[config.mk]
export PLATFORM = sky130hd
export DESIGN_NAME = dma_pc_channel
export DESIGN_NICKNAME = d
export VERILOG_FILES = /design/src/rtl/dma_pc_pkg.sv /design/src/rtl/dma_pc_seq.sv /design/src/rtl/dma_pc_dp.sv /design/src/rtl/dma_pc_channel.sv
export SDC_FILE = /design/constraint.sdc
export NUM_CORES = 1
export LEC_CHECK = 0
export BUFFER_PORTS_ARGS = -buffer_cell sky130_fd_sc_hd__clkbuf_2
export CAP_MARGIN = 20
export CORE_UTILIZATION = 45
export DETAILED_ROUTE_END_ITERATION = 8
export GPL_ROUTABILITY_DRIVEN = 0
export PLACE_DENSITY = 0.66
export REMOVE_ABC_BUFFERS = 1
export SLEW_MARGIN = 20
export SYNTH_ARGS = -nofsm -noshare
export SYNTH_HDL_FRONTEND = slang
export SYNTH_HIERARCHICAL = 1
export SYNTH_SLANG_ARGS = --single-unit
export TNS_END_PERCENT = 30
[constraint.sdc]
create_clock -name clk -period 2.4 [get_ports clk]
set_input_delay 0.12 -clock clk [delete_from_list [all_inputs] [get_ports clk]]
set_output_delay 0.12 -clock clk [all_outputs]
set_load 0.05 [all_outputs]
[src/rtl/dma_pc_pkg.sv]
package dma_pc_pkg;
   typedef enum logic [3:0] {
      S_IDLE,
      S_RD_CH,
      S_RD_CL,
      S_RD_PH,
      S_RD_PL,
      S_MOVE,
      S_WR_CH,
      S_WR_CL,
      S_WR_PH,
      S_WR_PL,
      S_FIN
   } dma_st_e;
endpackage

[src/rtl/dma_pc_seq.sv]
module dma_pc_seq
   import dma_pc_pkg::*;
(
   input  logic    clk,
   input  logic    rst_n,
   input  logic    req,
   input  logic    arm,
   input  logic    dst_mem,
   input  logic    mem_q,
   input  logic    rf_cnt_zero,
   input  logic    last,
   output dma_st_e st,
   output logic    start,
   output logic    gnt,
   output logic    done,
   output logic    halted
);
   dma_st_e st_nxt;

   assign start = (st == S_IDLE) && req && !halted;
   assign gnt   = (st == S_FIN);
   assign done  = gnt && last;

   always_comb begin
      st_nxt = st;
      case (st)
         S_IDLE:  if (start) st_nxt = dst_mem ? S_RD_CH : S_RD_CL;
         S_RD_CH: st_nxt = S_RD_CL;
         S_RD_CL: begin
            if (!mem_q && rf_cnt_zero) st_nxt = S_IDLE;
            else if (mem_q)            st_nxt = S_RD_PH;
            else                       st_nxt = S_RD_PL;
         end
         S_RD_PH: st_nxt = S_RD_PL;
         S_RD_PL: st_nxt = S_MOVE;
         S_MOVE:  st_nxt = mem_q ? S_WR_CH : S_WR_CL;
         S_WR_CH: st_nxt = S_WR_CL;
         S_WR_CL: st_nxt = mem_q ? S_WR_PH : S_WR_PL;
         S_WR_PH: st_nxt = S_WR_PL;
         S_WR_PL: st_nxt = S_FIN;
         S_FIN:   st_nxt = S_IDLE;
         default: st_nxt = S_IDLE;
      endcase
   end

   always_ff @(posedge clk or negedge rst_n) begin
      if (!rst_n) begin
         st     <= S_IDLE;
         halted <= 1'b0;
      end else begin
         st <= st_nxt;
         if (done)     halted <= 1'b1;
         else if (arm) halted <= 1'b0;
      end
   end


   gnt_pulse_chk: assert property (@(posedge clk) disable iff (!rst_n)
      gnt |=> !gnt);


   halt_hold_chk: assert property (@(posedge clk) disable iff (!rst_n)
      halted |=> (st == S_IDLE));
endmodule

[src/rtl/dma_pc_dp.sv]
module dma_pc_dp
   import dma_pc_pkg::*;
#(
   parameter int DW = 8
) (
   input  logic            clk,
   input  logic            rst_n,
   input  logic            start,
   input  dma_st_e         st,
   input  logic            dst_mem,
   input  logic            dir,
   input  logic [DW-1:0]   base_addr,
   input  logic [DW-1:0]   periph_wdata,
   input  logic [DW-1:0]   rf_rdata,
   input  logic [DW-1:0]   mem_rdata,
   output logic            mem_q,
   output logic            last,
   output logic [DW-1:0]   rf_addr,
   output logic            rf_we,
   output logic [DW-1:0]   rf_wdata,
   output logic [2*DW-1:0] mem_addr,
   output logic            mem_we,
   output logic [DW-1:0]   mem_wdata,
   output logic [DW-1:0]   periph_rdata
);
   localparam int PW = 2 * DW;

   logic [DW-1:0] base_q;
   logic          dir_q;
   logic [DW-1:0] data_q;
   logic [PW-1:0] cnt_q, ptr_q, cnt_nxt, ptr_nxt;

   always_ff @(posedge clk or negedge rst_n) begin
      if (!rst_n) begin
         base_q <= '0;
         dir_q  <= 1'b0;
         mem_q  <= 1'b0;
         data_q <= '0;
      end else begin
         if (start) begin
            base_q <= base_addr;
            dir_q  <= dir;
            mem_q  <= dst_mem;
         end
         if (st == S_MOVE && dir_q)
            data_q <= mem_q ? mem_rdata : rf_rdata;
      end
   end

   // byte lanes of the fetched counter and pointer: lane 1 is the high byte
   for (genvar ln = 0; ln < 2; ln++) begin : g_lane
      localparam dma_st_e C_ST = (ln == 1) ? S_RD_CH : S_RD_CL;
      localparam dma_st_e P_ST = (ln == 1) ? S_RD_PH : S_RD_PL;
      logic [DW-1:0] c_r, p_r;
      always_ff @(posedge clk or negedge rst_n) begin
         if (!rst_n) begin
            c_r <= '0;
            p_r <= '0;
         end else if (start) begin
            c_r <= '0;
            p_r <= '0;
         end else begin
            if (st == C_ST) c_r <= rf_rdata;
            if (st == P_ST) p_r <= rf_rdata;
         end
      end
      assign cnt_q[ln*DW +: DW] = c_r;
      assign ptr_q[ln*DW +: DW] = p_r;
   end

   always_comb begin
      if (mem_q) begin
         cnt_nxt = cnt_q - PW'(1);
         ptr_nxt = ptr_q + PW'(1);
      end else begin
         cnt_nxt = {{DW{1'b0}}, cnt_q[DW-1:0] - DW'(1)};
         ptr_nxt = {{DW{1'b0}}, ptr_q[DW-1:0] + DW'(1)};
      end
   end

   assign last = (cnt_q == PW'(1));

   always_comb begin
      rf_addr  = base_q;
      rf_we    = 1'b0;
      rf_wdata = cnt_nxt[DW-1:0];
      case (st)
         S_RD_CH: rf_addr = base_q;
         S_RD_CL: rf_addr = mem_q ? base_q + DW'(1) : base_q;
         S_RD_PH: rf_addr = base_q + DW'(2);
         S_RD_PL: rf_addr = mem_q ? base_q + DW'(3) : base_q + DW'(1);
         S_MOVE: begin
            rf_addr  = ptr_q[DW-1:0];
            rf_we    = !mem_q && !dir_q;
            rf_wdata = periph_wdata;
         end
         S_WR_CH: begin
            rf_addr  = base_q;
            rf_we    = 1'b1;
            rf_wdata = cnt_nxt[PW-1:DW];
         end
         S_WR_CL: begin
            rf_addr  = mem_q ? base_q + DW'(1) : base_q;
            rf_we    = 1'b1;
            rf_wdata = cnt_nxt[DW-1:0];
         end
         S_WR_PH: begin
            rf_addr  = base_q + DW'(2);
            rf_we    = 1'b1;
            rf_wdata = ptr_nxt[PW-1:DW];
         end
         S_WR_PL: begin
            rf_addr  = mem_q ? base_q + DW'(3) : base_q + DW'(1);
            rf_we    = 1'b1;
            rf_wdata = ptr_nxt[DW-1:0];
         end
         default: ;
      endcase
   end

   assign mem_addr     = ptr_q;
   assign mem_we       = (st == S_MOVE) && mem_q && !dir_q;
   assign mem_wdata    = periph_wdata;
   assign periph_rdata = data_q;


   mem_base_even_chk: assert property (@(posedge clk) disable iff (!rst_n)
      (start && dst_mem) |-> !base_addr[0]);


   rf_ptr_narrow_chk: assert property (@(posedge clk) disable iff (!rst_n)
      (!mem_q && st != S_IDLE) |-> (ptr_q[PW-1:DW] == '0));
endmodule

[src/rtl/dma_pc_channel.sv]
module dma_pc_channel
   import dma_pc_pkg::*;
#(
   parameter int DW = 8
) (
   input  logic            clk,
   input  logic            rst_n,
   input  logic            req,
   input  logic            arm,
   input  logic [DW-1:0]   base_addr,
   input  logic            dst_mem,
   input  logic            dir,
   input  logic [DW-1:0]   periph_wdata,
   output logic [DW-1:0]   periph_rdata,
   output logic            gnt,
   output logic            done,
   output logic [DW-1:0]   rf_addr,
   output logic            rf_we,
   output logic [DW-1:0]   rf_wdata,
   input  logic [DW-1:0]   rf_rdata,
   output logic [2*DW-1:0] mem_addr,
   output logic            mem_we,
   output logic [DW-1:0]   mem_wdata,
   input  logic [DW-1:0]   mem_rdata
);
   if (DW < 4) begin : g_bad_dw
      $error("dma_pc_channel: DW must be at least 4");
   end

   dma_st_e st;
   logic    start, mem_q, last, halted;

   dma_pc_seq u_seq (
      .clk         (clk),
      .rst_n       (rst_n),
      .req         (req),
      .arm         (arm),
      .dst_mem     (dst_mem),
      .mem_q       (mem_q),
      .rf_cnt_zero (rf_rdata == '0),
      .last        (last),
      .st          (st),
      .start       (start),
      .gnt         (gnt),
      .done        (done),
      .halted      (halted)
   );

   dma_pc_dp #(.DW(DW)) u_dp (
      .clk          (clk),
      .rst_n        (rst_n),
      .start        (start),
      .st           (st),
      .dst_mem      (dst_mem),
      .dir          (dir),
      .base_addr    (base_addr),
      .periph_wdata (periph_wdata),
      .rf_rdata     (rf_rdata),
      .mem_rdata    (mem_rdata),
      .mem_q        (mem_q),
      .last         (last),
      .rf_addr      (rf_addr),
      .rf_we        (rf_we),
      .rf_wdata     (rf_wdata),
      .mem_addr     (mem_addr),
      .mem_we       (mem_we),
      .mem_wdata    (mem_wdata),
      .periph_rdata (periph_rdata)
   );


   one_port_write_chk: assert property (@(posedge clk) disable iff (!rst_n)
      !(rf_we && mem_we));


   done_with_gnt_chk: assert property (@(posedge clk) disable iff (!rst_n)
      done |-> gnt);


   done_pulse_chk: assert property (@(posedge clk) disable iff (!rst_n)
      done |=> !done);
endmodule

### Yosys cells after proc, flatten, opt, wreduce, memory -nomap -nowiden

Index checks and enable logic that the tools add are counted.

* flip-flop bits (word level): 55
* input port bits: 38
* output and inout port bits: 52
* logic and storage cells: 76

* equality and inequality tests: 12
* reduce and logical (&&, ||, !) cells: 22
* add/sub/neg operators: 7
* muxes and demuxes: 25

Operator list (count)
* two-way mux 8 bit: 11
* one-hot mux 8 bit (4 select lines): 2
* one-hot mux 4 bit (10 select lines): 1
* two-way mux 16 bit: 2
* adder 16 x 1 -> 16 bit, second input constant: 1
* adder 8 x 1 -> 8 bit, second input constant: 2
* adder 8 x 2 -> 8 bit, second input constant: 2
* == test 16 x 1 -> 1 bit, second input constant: 1
* == test 4 x 3 -> 1 bit, second input constant: 4
* subtractor 16 x 1 -> 16 bit, second input constant: 1
* == test 4 bit, second input constant: 3
* nonzero test 2 bit: 5
* == test 4 x 2 -> 1 bit, second input constant: 2
* logical AND 1 bit: 8
* zero test 8 bit: 1
* two-way mux 4 bit: 2
* subtractor 8 x 1 -> 8 bit, second input constant: 1
* OR reduction 2 bit: 3
* == test 4 x 1 -> 1 bit, second input constant: 1
* zero test 4 bit: 1
* two-way mux 1 bit: 4
* OR reduction 4 bit: 1
* zero test 1 bit: 3
* two-way mux 3 bit: 1
* 3 further kinds: 3

### Depth between registers and ports, before layout

Gate-level depths: netlist of run 1.

* word-level depth: 5
* gate-level depth with buffers: 8
* depth with buffers taken out: 7

### Cells and area by module

The synthesis of run 1 kept the hierarchy.

By module, submodules not included
* dma_pc_dp: cells each 505, sequential area each 1251.2 sq um, area each 3951.3 sq um, times used 1
* dma_pc_seq: cells each 36, sequential area each 125.1 sq um, area each 336.6 sq um, times used 1
* dma_pc_channel: cells each 3, sequential area each 0.0 sq um, area each 18.8 sq um, times used 1

### Worst setup path after synthesis of run 1

No wires, ideal clock.

* path kind: register -> output
* start: reg u_dp.g_lane[0].p_r[3]
* end: out rf_wdata[7]
* cell stages (with the launch flop): 8
* path buffers: 2
* setup slack: -391 ps
* data required time: 2280 ps
* arrival: 2671 ps
* path through: dfrtp_1 -> buf_2 -> nand4_1 -> or2_1 -> clkbuf_1 -> nor4_1 -> o21ai_1 -> a32oi_1

* longest elaborated chain between the ends: 3
* elaborated cells between the ends (all ways): 4
* classes of those cells: add/sub: 2; mux: 2

Ends and longest elaborated chain
* start, declared: RTL line dma_pc_dp.sv:54 `logic [DW-1:0] c_r, p_r;`
* start signal, assigned: RTL line dma_pc_dp.sv:64 `if (st == P_ST) p_r <= rf_rdata;`
* adder 16 x 1 -> 16 bit or adder 8 x 1 -> 8 bit (tied branches): RTL line dma_pc_dp.sv:74, dma_pc_dp.sv:77
* two-way mux 16 bit *: RTL line dma_pc_dp.sv:72 `if (mem_q) begin`
* one-hot mux 8 bit (4 select lines) *: RTL line dma_pc_dp.sv:87 `case (st)`
* end, declared: RTL line dma_pc_channel.sv:19 `output logic [DW-1:0] rf_wdata,`

Mark *: on every way between the ends. The rest lies on a longest branch, timed or not.

### Worst setup path in the final report of run 1

* start: reg u_seq.st[0]
* end: out rf_wdata[4]

* longest elaborated chain between the ends: 2
* elaborated cells between the ends (all ways): 5
* classes of those cells: eq/ne: 4; mux: 1

Ends and longest elaborated chain
* start, declared: RTL line dma_pc_seq.sv:12 `output dma_st_e st,`
* start signal, assigned: RTL line dma_pc_seq.sv:51 `st <= st_nxt;`
* == test 4 bit or == test 4 x 3 -> 1 bit (tied branches): RTL line dma_pc_dp.sv:87
* one-hot mux 8 bit (4 select lines) *: RTL line dma_pc_dp.sv:87

Marked as above.

==> results of run 1 <==
==> layout make-up <==
class | count | area (sq um)
Multi-Input combinational cell | 434 | 2960
Clock inverter | 2 | 16.3
Timing Repair Buffer | 155 | 1160
Clock buffer | 6 | 72.6
Sequential cell | 55 | 1390
Inverter | 12 | 45.0
Fill cell | 801 | 3430
Tap cell | 129 | 161
==> worst paths after layout <==
check / slack, ns / endpoint / start / cells after the start
min in group asynchronous: 0.45 / u_seq/halted$_DFFE_PN0P_ / rst_n / 2
worst max-delay path: -0.08 / rf_wdata[4] / u_seq/st[0]$_DFFE_PN0P_ / 8
worst min register to register: 0.49 / u_seq/halted$_DFFE_PN0P_ / u_seq/halted$_DFFE_PN0P_ / 1
max in group asynchronous: 1.20 / u_dp/g_lane[1].p_r[0]$_DFFE_PN0P_ / rst_n / 3
worst min-delay path: 0.02 / u_dp/base_q[2]$_DFFE_PN0P_ / base_addr[2] / 3
worst max register to register: 0.34 / u_dp/dir_q$_DFFE_PN0P_ / u_seq/st[1]$_DFFE_PN0P_ / 5
==> flip-flops by register name, indices dropped and copies added (netlist names) <==
name               cells
u_dp/base_q            8
u_dp/dir_q             1
u_dp/g_lane.c_r       16
u_dp/g_lane.p_r       16
u_dp/mem_q             1
u_dp/periph_rdata      8
u_seq/halted           1
u_seq/st               4
==> layer usage <==
metal | vias up | share of wire [%] | wire, microns
li1 | 2176 | - | -
met1 | 2243 | 42 | 6210
met2 | 316 | 46 | 6870
met3 | 63 | 8.7 | 1290
met4 | 0 | 3.8 | 570
met5 | - | 0 | 0
==> per-stage QoR <==
stage / hold WS [ns] / cells / cell area [sq um] / TNS, ns
after floorplan: -0.176 / 501 / 4080 / -4.15
after global placement: 0.298 / 755 / 5160 / 0
after detailed placement: 0.300 / 755 / 5160 / 0
after CTS: 0.00106 / 766 / 5360 / -0.114
after global routing: 0.0198 / 793 / 5810 / -2.81
final: 0.0188 / 793 / 5810 / -0.389
==> cell families after synthesis <==
group                      share of synthesized area, %
AOI/OAI and AO/OA                                  22.0
muxes                                              4.15
DFF                                                32.0
and+or+nand+nor                                    26.6
adders and majority gates                          2.61
buffers and inverters                              6.36
xor gates and xnor gates                           6.30
==> worst register-to-register path, stage by stage (launching register included) <==
cell	delay, ns
dfrtp_2	0.49
buf_4	0.21
buf_4	0.18
nor2_1	0.17
and3b_1	0.51
mux2_2	0.40
==> Yosys cell counts (7+ instances only) <==
cell,instances
ha_1,9
a221oi_1,9
nand3_1,17
nand2_1,100
buf_2,12
nor2_1,39
dfrtp_1,55
inv_1,11
mux2_2,7
xnor2_1,17
mux2i_1,10
a21oi_1,51
nand2b_1,10
xor2_1,14
clkbuf_1,19
o21ai_0,16
nor4_1,7
nor3_1,13
buf_4,8
==> timing repair <==
action	4_1_cts	5_1_grt
buffers inserted	2	27
hold buffers	1	0
setup endpoints to repair	14	15
pin swaps	1	17
gates resized for setup	26	62
hold endpoints to repair	30	0
==> results.md, run 1 <==
- The run finished, with violations left.
- The final reports fail on negative setup slack.
- In this run the remaining antenna-violating nets after routing total 0.
- In the final routed layout, each cell accounts on average for 18.8 microns.
- STA classifies the critical path endpoint as an output port.
- The die area is 0.00997 sq mm.
- After synthesis, the cell types taking the most area are dfrtp_1 (32%), nand2_1 (8.7%), a21oi_1 (5.9%).
- The number of distinct library cells after synthesis is 70.
- The highest-delay cell along the critical path is dfrtp_2.
- The number of antenna diodes in the final layout is 0.
- The most common cell after layout, fill and taps aside is nand2_1.
- The primary flip-flop cell chosen by synthesis mapping is dfrtp_1.
- The layer flagged by global routing as most heavily used is met2.
- Of all cell types, the one taking the most synthesized area is dfrtp_1.
- The met1 capacity usage during global routing is 39.4%.
- The met2 demand-to-capacity share in global routing is 44.4%.
- Data on the critical path is required at its endpoint by 2.28 ns.
- In this design, the stage delay of the slowest critical-path cell is 0.45 ns.
- The TritonCTS clock tree is yes.
- Once the floorplan was initialized, standard cells occupied 46.6% of the core.
- The final clock skew is 0.00728 ns.
- CTS placed an instance of clkbuf_8 at the clock tree root.
- Input and output buffers added on the ports amount to 89.
- The final-report max-slew violation count is 0.
- Traced cell by cell, the critical path runs through clkbuf_2 -> buf_4 -> nor4bb_1 -> buf_4 -> nor2_4 -> a221oi_1 -> o221ai_2 -> buf_12.
- The worst pin sits at a relative slew slack of 38.8%.
- The arrival time at the worst endpoint is 2.36 ns.
- The global-route congestion overflow total is 0.
- In the post-route analysis, the smallest setup slack over all paths is -0.0804 ns.
- The buffer levels on the longest clock path is 2.
- The floorplan step set the die height to 99.8 microns.
- The actual slew at the worst max-slew pin is 0.918 ns.
- Clock latency on the worst-skew pair, taken at its later pin, is 0.31 ns.
- The number of warnings issued by yosys is 6.
- Counting flops with an async set or reset pin after synthesis yields a share of 100%.
- The maximum number of pins on one net before global-route repair is 33.
- The total number of vias is 4798.
- The synthesized design contains 55 register bits.
- The signed area change from the synthesized netlist to the final layout is 34.8%.
- Synthesis produced a netlist whose cell count is 544.
- The number of flops mapped to enable cells by yosys is 0.
- The met3 layer usage reported by global route is 3.48%.
- The number of global-route vias before repair is 4232.
- The HPWL after detailed placement is 10.2 mm.
- The first global-routing pass estimated 21.7 mm of wire.
- For this design, the sink count on the clock tree is 55.
- In the routed design, unresolved DRC markers number 0.
- The critical path is of the register to output port type.
- From left edge to right edge, the die measures 99.8 microns.
- The number of buffers created by CTS is 5.
- The final critical-path share of the clock period is 103%.
- Setup repair after global routing could not meet its margin everywhere.
- The post-detailed-route via-to-cell ratio is 6.05.
- Pin placement for this block handled 90 I/O pins.
- The iteration count of the initial detailed-routing pass is 5.
- The library cells used most frequently in the layout, excluding fill and tap cells, are nand2_1 (100), clkbuf_2 (74), buf_4 (65).
- For this block, the routed nets add up to 14.9 mm of wire.
- Of all nets on the critical path, the largest fanout is 10.
- The critical path contains buffers and inverters numbering 4 combined.
- The fraction of post-synthesis cell area in the top cell type by area is 32.0%.
- The post-route minimum period is 2.48 ns.
- The class of the worst hold path is input pin to register.
- In this run the cell area of the synthesized design comes to 0.00431 sq mm.
- The sort of element at the start of the critical path is a register.
- The max-capacitance violation count is 0.
- The final cell utilization of the core is 62.8%.
- The placeable core region is 0.00924 sq mm.
- The most frequent cell on the critical path is buf_4.
- After clock tree synthesis, the clock-pin slew on the worst setup and hold paths is 0.11 ns.
- The initial antenna violation count is 0.
- The average footprint of a synthesized cell is 7.92 sq um.
- For this block, the initial DRC count from the detailed router was 570.
- The global-route total usage across every layer is 28.1%.
- The row count is 35.
- The fraction of final layout cells sized beyond drive strength 1 is 36.7%.
- Derived from the worst setup path, the maximum achievable clock frequency is 0.403 GHz.
- The H-tree generated during clock tree synthesis spans 2 levels.
- The gate family responsible for the most delay along the worst path is buffers and inverters.
- After synthesis, flip-flops and latches occupy 32.0% of the total area.
- The count of endpoints failing hold in the final timing report is 0.
- Setup violations remaining at the end of the flow were counted as 12.
- In the final design database the tool counted 710 nets.
- OpenSTA, run right after detailed placement, puts the worst setup slack at 0.152 ns.
Power of run 1 is not shown: default switching activity piles up to over one toggle a cycle in this logic, so the estimate is an artifact.
==> run 2, diff against run 1 <==
--- a/config.mk
+++ b/config.mk
@@ -5,9 +5,10 @@
 export SDC_FILE = /design/constraint.sdc
 export NUM_CORES = 1
 export LEC_CHECK = 0
-export BUFFER_PORTS_ARGS = -buffer_cell sky130_fd_sc_hd__clkbuf_2
+export BUFFER_PORTS_ARGS = -buffer_cell sky130_fd_sc_hd__buf_4
 export CAP_MARGIN = 20
 export CORE_UTILIZATION = 45
+export CTS_BUF_LIST = sky130_fd_sc_hd__clkbuf_16
 export DETAILED_ROUTE_END_ITERATION = 8
 export GPL_ROUTABILITY_DRIVEN = 0
 export PLACE_DENSITY = 0.66
==> run 2 against run 1 <==
Critical path depth decreased by 1. Cell area decreased by 3.8%. First-iteration DRC count decreased by 40%. The run now ends clean. Core utilization decreased by 2.4 points. Via count decreased by 6.1%. Largest cell class unchanged. Hold slack improved by 0.011 ns. Non-clock buffer count decreased by 24. Clock skew increased by 0.0026 ns. Sequential share of layout area increased by 0.89 points. Register-to-register slack improved by 0.08 ns. Final cell count decreased by 3.0%.
==> results.md, run 2 (synthesis results as in run 1) <==
- The flow ran to the end, and the final reports show no timing, DRC or antenna violations.
- The largest registers in the layout are u_dp/g_lane.c_r: 16 flops, u_dp/g_lane.p_r: 16 flops.
- The initial core utilization is 46.6% (unchanged).
- The count of nets after finishing is 686 (-3.4%).
- In this run the worst setup path begins at u_dp/g_lane[0].p_r[0]$_DFFE_PN0P_.
- The maximum number of pins on one net before global-route repair is 56 (+70%).
- The final clock skew is 0.00988 ns (+0.00259 ns).
- The total I/O pin count is 90 (unchanged).
- The buffer levels on the longest clock path is 2 (unchanged).
- The die area came to 0.00997 sq mm (unchanged).
- The actual slew at the worst max-slew pin is 0.744 ns (-0.174 ns).
- The peak fanout along the critical path was 4 (-6).
- The class of the worst hold path is input pin to register.
- The global-route congestion overflow total is 0 (unchanged).
- The horizontal extent of the die was 99.8 microns (unchanged).
- The post-detailed-route via-to-cell ratio is 5.86 (-3.2%).
- The post-route minimum period is 2.37 ns (-0.107 ns).
- The number of violations reported at the end of detailed-routing iteration 0 came to 340 (-40%).
- The headroom to the max-slew limit is 50.4% (+12 points).
- The height of the die came to 99.8 microns (unchanged).
- The number of buffers created by CTS is 5 (unchanged).
- The number of input and output port buffers inserted was 89 (unchanged).
- The top cell types in the final layout, fill and taps aside, are buf_4 (127), nand2_1 (99), a21oi_1 (50).
- The fraction of final layout cells sized beyond drive strength 1 is 30.9% (-5.8 points).
- The buffer cell driving the clock tree root is clkbuf_16.
- The placeable core region is 0.00924 sq mm (unchanged).
- The endpoint required time on the critical path was 2.28 ns (about the same).
- The row count came to 35 (unchanged).
- The met2 wire length is 6.45 mm (-6.2%).
- The iteration count of the initial detailed-routing pass came to 7 (+2).
- The final wirelength is 14.0 mm (-6.4%).
- STA classifies the critical path endpoint as an output port.
- The most common cell after layout, fill and taps aside is buf_4.
- The global-route total usage across every layer is 28.0% (-0.069 points).
- The maximum clock rate is 0.421 GHz (+4.5%).
- The HPWL after detailed placement came to 10.2 mm (+0.32%).
- The average detailed-routed wire length per instance came to 18.2 microns (-3.4%).
- The number of standard cells in the layout, taps in and fillers out was 769 (-3.0%).
- The final critical-path share of the clock period was 98.9% (-4.5 points).
- The first-pass GRT wire length came to 22.0 mm (+1.3%).
- TritonCTS built the clock tree.
- The clock-pin slew on the worst setup and hold paths is 0.08 ns (-0.03 ns).
- The post-placement cell area came to 0.00520 sq mm (+0.82%).
- The remaining routing DRC violations is 0 (unchanged).
- The startpoint of the tightest hold check path is base_addr[2].
- The number of H-tree branching levels is 2 (unchanged).
- In this run the critical register-to-register path is launched from u_seq/st[1]$_DFFE_PN0P_.
- The total number of vias is 4505 (-6.1%).
- The signed area change from the synthesized netlist to the final layout is 29.6%.
- The wire length on met3 came to 1.02 mm (-21%).
- The clock latency of the later-clocked register in the worst-skew pair was 0.29 ns (-0.02 ns).
- The max-capacitance violation count is 0 (unchanged).
- The length of routed wiring on met1 is 6.28 mm (+1.2%).
- The start-to-end type of the worst setup path is register to output port.
- The setup-violating endpoint count in the final report is 0 (-12).
- The antenna diode count is 0 (unchanged).
- The count of endpoints failing hold in the final timing report is 0 (unchanged).
- The sort of element at the start of the critical path is a register.
- The initial antenna violation count is 0 (unchanged).
- Setup repair after global routing could not meet its margin everywhere.
- The number of clock sinks seen by CTS is 55 (unchanged).
- The highest layer touched by signal routing is met4.
- The count of placed standard cells including taps was 757 (+0.26%).
- The final design area excluding fillers is 0.00558 sq mm (-3.8%).
- The number of global-route vias before repair was 4252 (+0.47%).
- The arrival time at the worst endpoint is 2.25 ns (-0.11 ns).
- The final-report max-slew violation count is 0 (unchanged).
- The count of nets left with antenna violations after detail routing is 0 (unchanged).
## run 2: cell types whose count changed in the layout (fill, tap and decap cells not counted), sizes merged
cell | before | now
inv | 13 | 14
clkbuf | 82 | 5
buf | 78 | 130
## run 2: path summary, 6_finish.rpt
kind	endpoint	slack (ns)	cells past startpoint
min reg2reg	u_seq/halted$_DFFE_PN0P_	0.48	1
max in group asynchronous	u_seq/st[2]$_DFFE_PN0P_	1.43	2
min	u_dp/base_q[2]$_DFFE_PN0P_	0.03	3
max reg2reg	u_dp/g_lane[0].c_r[0]$_DFFE_PN0P_	0.42	5
min in group asynchronous	u_dp/base_q[2]$_DFFE_PN0P_	0.41	2
max	rf_wdata[6]	0.03	7
## run 2: area by class of cell
type | count | area (sq um)
clock buffer | 5 | 125
clock inverter | 3 | 20.0
fill | 833 | 3660
inverter | 12 | 45.0
multi-input combinational | 434 | 2840
sequential | 55 | 1390
tap | 129 | 161
timing repair buffer | 131 | 1010
## run 2: per-layer routing
metal / up-vias / global-route usage, %
li1: 2121 / -
met1: 2142 / 40.4
met2: 219 / 43.8
met3: 23 / 3.41
met4: 0 / 8.60
met5: - / 0
## run 2: critical path: stages (launching register included)
cell	delay (ns)
dfrtp_1	0.43
ha_2	0.23
nand2_1	0.08
nor4_1	0.40
xor2_1	0.24
a22oi_1	0.12
a22oi_1	0.22
buf_4	0.23
## run 2: per-stage QoR
step	setup TNS (ns)	setup WS (ns)	hold slack, ns	utilization, %
after floorplan	-4.15	-0.915	-0.176	-
after global placement	0	0.212	0.222	56.3
after detailed placement	0	0.213	0.226	56.3
after CTS	0	0.000810	0.0345	58.5
after global routing	-0.322	-0.111	0.0540	60.4
final	0	0.0266	0.0297	60.4
## run 2: what timing repair did
action | in CTS | in global routing
resized for setup | 15 | 37
setup endpoints to repair | 12 | 15
pin swaps | 0 | 8
hold endpoints to repair | 55 | 0
buffers inserted | 0 | 3
hold buffers | 1 | 0
Power of run 2 is left out for the same reason.
